File: src/rtl/lci_pkg.sv
package lci_pkg;

    localparam int STAT_W = 16;

    typedef enum logic [1:0] {
        TM_REPEAT     = 2'b00,
        TM_ONESHOT    = 2'b01,
        TM_COMPARE    = 2'b10,
        TM_REPEAT_ALT = 2'b11
    } temp_mode_e;

endpackage

File: src/rtl/lci_range_check.sv
module lci_range_check #(
    parameter int N_VOLT = 6,
    parameter int N_FAN  = 2,
    parameter int DW     = 8,
    parameter int CHW    = 4
) (
    input  logic                  valid,
    input  logic [CHW-1:0]        chan,
    input  logic [DW-1:0]         value,
    input  logic [N_VOLT*DW-1:0]  volt_hi,
    input  logic [N_VOLT*DW-1:0]  volt_lo,
    input  logic [N_FAN*DW-1:0]   fan_lim,
    output logic [N_VOLT-1:0]     volt_err,
    output logic [N_FAN-1:0]      fan_err,
    output logic                  temp_sel
);

    for (genvar v = 0; v < N_VOLT; v++) begin : g_volt
        localparam logic [CHW-1:0] IDX = CHW'(v);
        assign volt_err[v] = valid && (chan == IDX) &&
                             ((value > volt_hi[v*DW +: DW]) ||
                              (value < volt_lo[v*DW +: DW]));
    end

    for (genvar f = 0; f < N_FAN; f++) begin : g_fan
        localparam logic [CHW-1:0] IDX = CHW'(N_VOLT + 1 + f);
        assign fan_err[f] = valid && (chan == IDX) &&
                            (value > fan_lim[f*DW +: DW]);
    end

    localparam logic [CHW-1:0] TIDX = CHW'(N_VOLT);
    assign temp_sel = valid && (chan == TIDX);

endmodule

File: src/rtl/lci_temp_eval.sv
module lci_temp_eval #(
    parameter int DW = 8
) (
    input  logic          conv,
    input  logic [DW-1:0] value,
    input  logic [DW-1:0] hi_lim,
    input  logic [DW-1:0] hyst_lim,
    input  logic [1:0]    mode,
    input  logic          hot_q,
    input  logic          cur_bit,
    output logic          hot_d,
    output logic          bit_d
);
    import lci_pkg::*;

    logic over;
    logic below;
    logic hot_next;

    always_comb begin
        over     = $signed(value) > $signed(hi_lim);
        below    = $signed(value) < $signed(hyst_lim);
        hot_next = over | (hot_q & ~below);
        hot_d    = hot_q;
        bit_d    = cur_bit;
        if (conv) begin
            hot_d = hot_next;
            case (temp_mode_e'(mode))
                TM_ONESHOT: bit_d = cur_bit | (over & ~hot_q);
                TM_COMPARE: bit_d = over;
                default:    bit_d = cur_bit | hot_next;
            endcase
        end
    end

endmodule

File: src/rtl/limit_irq_ctrl.sv
module limit_irq_ctrl #(
    parameter  int N_VOLT = 6,
    parameter  int N_FAN  = 2,
    parameter  int DW     = 8,
    localparam int NSRC   = N_VOLT + N_FAN + 2,
    localparam int CHW    = $clog2(NSRC + 1),
    localparam int SW     = lci_pkg::STAT_W
) (
    input  logic                 clk,
    input  logic                 rst_n,
    input  logic                 meas_valid,
    input  logic [CHW-1:0]       meas_chan,
    input  logic [DW-1:0]        meas_value,
    input  logic [N_VOLT*DW-1:0] volt_hi,
    input  logic [N_VOLT*DW-1:0] volt_lo,
    input  logic [N_FAN*DW-1:0]  fan_lim,
    input  logic [DW-1:0]        temp_hi,
    input  logic [DW-1:0]        temp_hyst,
    input  logic                 mode_we,
    input  logic [1:0]           mode_wdata,
    input  logic [SW-1:0]        irq_mask,
    input  logic                 chassis_in,
    input  logic                 int_enable,
    input  logic                 int_clear,
    input  logic                 rd_stat0,
    input  logic                 rd_stat1,
    output logic [7:0]           stat0,
    output logic [7:0]           stat1,
    output logic                 int_n
);
    import lci_pkg::*;

    localparam int TBIT = N_VOLT;
    localparam int FBIT = N_VOLT + 1;
    localparam int CBIT = N_VOLT + N_FAN + 1;

    typedef struct packed {
        logic [SW-1:0] stat;
        logic          hot;
        logic [1:0]    mode;
    } state_t;

    state_t q, d;

    logic              upd;
    logic [N_VOLT-1:0] volt_err;
    logic [N_FAN-1:0]  fan_err;
    logic              temp_sel;
    logic [SW-1:0]     base;
    logic [SW-1:0]     set_vec;
    logic              hot_d;
    logic              tbit_d;

    assign upd = meas_valid & ~int_clear;

    lci_range_check #(
        .N_VOLT (N_VOLT),
        .N_FAN  (N_FAN),
        .DW     (DW),
        .CHW    (CHW)
    ) i_range (
        .valid    (upd),
        .chan     (meas_chan),
        .value    (meas_value),
        .volt_hi  (volt_hi),
        .volt_lo  (volt_lo),
        .fan_lim  (fan_lim),
        .volt_err (volt_err),
        .fan_err  (fan_err),
        .temp_sel (temp_sel)
    );

    // byte-wise read clear applied before new sets
    assign base = {rd_stat1 ? 8'h00 : q.stat[15:8],
                   rd_stat0 ? 8'h00 : q.stat[7:0]};

    always_comb begin
        set_vec = '0;
        set_vec[N_VOLT-1:0]      = volt_err;
        set_vec[FBIT +: N_FAN]   = fan_err;
        set_vec[CBIT]            = chassis_in;
    end

    lci_temp_eval #(
        .DW (DW)
    ) i_temp (
        .conv     (temp_sel),
        .value    (meas_value),
        .hi_lim   (temp_hi),
        .hyst_lim (temp_hyst),
        .mode     (q.mode),
        .hot_q    (q.hot),
        .cur_bit  (base[TBIT]),
        .hot_d    (hot_d),
        .bit_d    (tbit_d)
    );

    always_comb begin
        d = q;
        if (mode_we) begin
            d.mode = mode_wdata;
        end
        d.stat       = base | set_vec;
        d.stat[TBIT] = tbit_d;
        d.hot        = hot_d;
    end

    always_ff @(posedge clk or negedge rst_n) begin
        if (!rst_n) begin
            q.stat <= '0;
            q.hot  <= 1'b0;
            q.mode <= TM_ONESHOT;
        end else begin
            q <= d;
        end
    end

    assign stat0 = q.stat[7:0];
    assign stat1 = q.stat[15:8];
    assign int_n = ~(int_enable & ~int_clear & (|(q.stat & ~irq_mask)));

endmodule

File: config.mk
export PLATFORM = sky130hd
export DESIGN_NAME = limit_irq_ctrl
export DESIGN_NICKNAME = d
export VERILOG_FILES = /design/src/rtl/lci_pkg.sv /design/src/rtl/lci_range_check.sv /design/src/rtl/lci_temp_eval.sv /design/src/rtl/limit_irq_ctrl.sv
export SDC_FILE = /design/constraint.sdc
export NUM_CORES = 1
export LEC_CHECK = 0
export BUFFER_PORTS_ARGS = -buffer_cell sky130_fd_sc_hd__buf_2
export CAP_MARGIN = 20
export CORE_AREA = 2 2 64 127
export DETAILED_ROUTE_END_ITERATION = 10
export DIE_AREA = 0 0 66 129
export PLACE_DENSITY_LB_ADDON = 0.2
export SYNTH_ARGS = -nofsm -noshare
export SYNTH_HDL_FRONTEND = slang
export SYNTH_HIERARCHICAL = 1
export SYNTH_SLANG_ARGS = --single-unit
File: constraint.sdc
create_clock -name clk -period 2 [get_ports clk]
set_clock_uncertainty 0.15 [all_clocks]
set_input_delay 0 -clock clk [delete_from_list [all_inputs] [get_ports clk]]
set_output_delay 0 -clock clk [all_outputs]
set_load 0.005 [all_outputs]
After elaboration in Yosys (flattened, before gate mapping). Index checks and enable logic that the tools add are counted.

Bitwise operators: 15. Order comparisons: 16. Equality and inequality tests: 10. Muxes and demuxes: 4. Reductions and logical operators: 25.

Operator list (count): $gt 8x8->1 (9); $lt 8x8->1 (7); $logic_and 1x1->1 (17); $and 16x16->16 (1); $eq 4x3->1 const B (4); $mux 8 (2); $not 16->16 (1); $or 16x10->16 (1); $reduce_or 16->1 (1); $eq 4x2->1 const B (2); $logic_or 1x1->1 (6); $and 1x1->1 (5); $eq 4x1->1 const B (1); $eq 4x4->1 const B (1); $logic_not 4->1 (1); $not 1->1 (4); $or 1x1->1 (3); $eq 2x1->1 const B (1); $eq 2x2->1 const B (1); $pmux 1 s2 (1); $mux 1 (1).

Output and inout bits: 17. Word-level logic and storage cells: 73. Input bits: 167. Register bits after elaboration: 19.

Depth between registers and ports, before layout.
Depth after elaboration: 7. Gate-level depth with buffers: 8. Gate-level depth less buffers: 8.

Cells and area by module. Netlist, hierarchy kept.

By module, submodules not included: lci_range_check (sequential area each 0.0 um^2, instances 1, area each 2715.1 um^2, cells an instance 367); limit_irq_ctrl (sequential area each 326.6 um^2, instances 1, area each 655.6 um^2, cells an instance 61); lci_temp_eval (sequential area each 0.0 um^2, instances 1, area each 493.0 um^2, cells an instance 64).

Least setup slack after synthesis. Ideal clock, no wire load.

Path type: input port to flip-flop. From: input port temp_hyst[5]. To: register q, in the netlist stat0[6]. Cell stages on the path: 7. Arrival time: 1179 ps. Setup time: 136 ps. Path buffers: 0. Setup slack: 535 ps. Required time: 1714 ps. Cells stage by stage: inv_1 -> ha_1 -> a21o_1 -> a2111oi_4 -> o22ai_2 -> a21oi_2 -> a211oi_2.

RTL lines: start: declaration (line limit_irq_ctrl.sv:18) `input logic [DW-1:0] temp_hyst,`; end: declaration (line limit_irq_ctrl.sv:43) `state_t q, d;`.

==> impl_metrics.py <==
metrics = {
    "run_status": {
        "run_status": "complete, no violations",
    },
    "yosys": {
        "seq_area_frac_synth_pct": 8.45,
        "avgSynthCellArea_um2": 7.85,
        "synthCells": 492,
        "synth_cell_types": 45,
        "async_flop_share_pct": 100,
        "ys_warn_count": 6,
        "synth_edf_count": 0,
        "ys.flop_type": "dfrtp_1",
        "synth_top_area_share_pct": 39.2,
        "ys_ff_latch": 13,
        "syn_area_um2": 3860,
        "yosysTopAreaCell": "ha_1",
        "synth_area_leaders": "ha_1, inv_1, dfrtp_1",
    },
    "power": {
        "p_leak_nw": 3.06,
        "vdd_drop_max_uv": 239,
        "powerDensity_nw_per_um2": 303,
    },
    "clock_network": {
        "numCtsBuffers": 3,
        "cts_tree": "done",
        "clock-sinks": 13,
        "cts.repair.resized": 0,
        "clockBufferDepth": 2,
        "clk_latency_ns": 0.24,
        "root_buffer": "clkbuf_16",
        "clk_pin_slew_worst_paths_ns": 0.04,
        "cts_setup_buffers": 0,
        "cts_max_level": 1,
    },
    "critical_path": {
        "setup.worst_path.end_class": "register",
        "cp_max_fo": 16,
        "criticalPathCategory": "in2reg",
        "start_kind": "input pin",
        "cp.required_ns": 1.97,
        "cp.arrival_ns": 1.56,
    },
    "sta": {
        "max_freq_mhz": 632,
        "period_needed_ns": 1.58,
        "setup_viol": 0,
        "setup_tns_ns": 0,
        "hold_viol": 0,
        "maxSlewViolCount": 0,
        "period_share_pct": 79.2,
        "rsz0062_at_grt": "false",
    },
    "routing": {
        "drt_first_pass_iters": 7,
        "viasPerCell": 5.31,
        "drt.antenna.violating_nets": 0,
        "vias": 4064,
        "wl_per_cell_um": 14.2,
        "drc": 0,
        "routed_wl_mm": 10.9,
        "drtIter0Drc": 148,
    },
    "cells_and_area": {
        "layout_commonest_cell": "buf_2",
        "utilization_pct": 65.6,
        "drive_gt1_share_pct": 29.9,
        "area_growth_pct": 28.0,
        "final_nets": 959,
        "mostFrequentLayoutCells": "buf_2, inv_1, ha_1",
        "final_cells": 765,
    },
    "grt": {
        "grt_pass1_wl_mm": 17.2,
        "antenna_found_initial": 1,
        "grt_pass1_vias": 4088,
        "track_usage_pct": 25.6,
        "grt_max_degree": 17,
        "grt_overflow_total": 0,
    },
    "place": {
        "dp_cells": 751,
        "detailed_place_hpwl_mm": 9.30,
        "gp_congestion": 0.890,
        "numPortBuffers": 171,
    },
    "hold_path": {
        "hp-class": "in2async",
    },
    "die": {
        "dieHeight_um": 129,
        "die_area_um2": 8510,
        "core_um2": 7540,
        "die_width_um": 66,
        "rows": 45,
        "ios": 184,
        "start_util_pct": 51.2,
    },
    "flow_run": {
        "drv_cap": 0,
    },
}
-- kinds of logic (layout without fill, tap and decap cells) --
kind of cell | after synthesis | after routing | share of synthesized area (%)
muxes | 2 | 2 | 0.583
other | 1 | 7 | 0.0971
AOI/OAI and AO/OA | 132 | 132 | 24.1
buffers and inverters | 146 | 319 | 15.8
and+or+nand+nor | 77 | 77 | 11.8
DFF | 13 | 13 | 8.45
adders and majority gates | 121 | 121 | 39.2
-- worst paths after layout --
kind                                     from            endpoint  slack, ns  cells after the start
min                                     rst_n    q[1]$_DFFE_PN0P_       0.02                      2
min reg2reg                stat0[7]$_DFF_PN0_  stat0[7]$_DFF_PN0_       0.36                      1
max in group asynchronous               rst_n    q[0]$_DFFE_PN1P_       1.40                      2
max reg2reg                  q[1]$_DFFE_PN0P_    q[1]$_DFFE_PN0P_       0.53                      2
min in group clk                 meas_chan[1]  stat0[2]$_DFF_PN0_       0.10                      4
max                             meas_value[1]  stat1[0]$_DFF_PN0_       0.42                      8
-- flip-flops by register name, indices dropped and copies added, names as in the netlist --
signal / count
q: 3
stat1: 2
stat0: 8
-- repair_timing --
| item | in CTS | in global routing |
|---|---|---|
| hold buffers | 9 | 0 |
| endpoints found under the hold margin | 18 | 0 |
| setup endpoints to repair | 0 | 0 |
-- cell type report --
class / instances / area, um2
Multi-Input combinational cell: 338 / 2950
Tap cell: 94 / 118
Antenna cell: 1 / 2.50
Sequential cell: 13 / 327
Clock buffer: 4 / 78.8
Fill cell: 691 / 2600
Inverter: 129 / 484
Timing Repair Buffer: 186 / 991
-- cell usage after synthesis (10+ instances only) --
cell,number
nand2_1,12
o21ai_0,11
ha_1,121
o22ai_1,11
o211ai_1,12
nor2b_1,12
buf_4,16
nor2_1,10
dfrtp_1,12
a21o_1,15
a21oi_1,42
nand4_1,18
inv_1,128
-- worst max-delay path, stage by stage --
cell     delay (ns)
buf_2          0.36
ha_1           0.32
nor2b_1        0.13
o21a_1         0.16
o21ai_0        0.14
a21oi_1        0.08
o21ba_2        0.19
a21o_2         0.18
-- report_power, final --
group	internal, W	switching (W)	total (W)
sequential	0.000281	0.0000132	0.000294
clock	0.000267	0.0000970	0.000364
combinational	0.000413	0.000426	0.000839
total	0.000961	0.000536	0.00150
-- layer usage --
layer	track usage, %	vias to the layer above	wire [um]
li1	-	2059	-
met1	25.7	1835	3890
met2	53.4	146	6170
met3	1.84	24	543
met4	6.84	0	255
met5	0	-	0
-- through the flow --
step	setup slack, ns	cell area (um2)	power [W]	hold slack [ns]
floorplan	0.535	3880	0.000779	-0.446
global placement	0.179	4780	0.00107	-0.256
detailed placement	0.158	4780	0.00112	-0.252
CTS	0.404	4940	0.00151	0.0225
global route	0.271	4950	0.00164	0.0624
finish	0.417	4950	0.00150	0.0246
(Power assumes the default switching activity.)
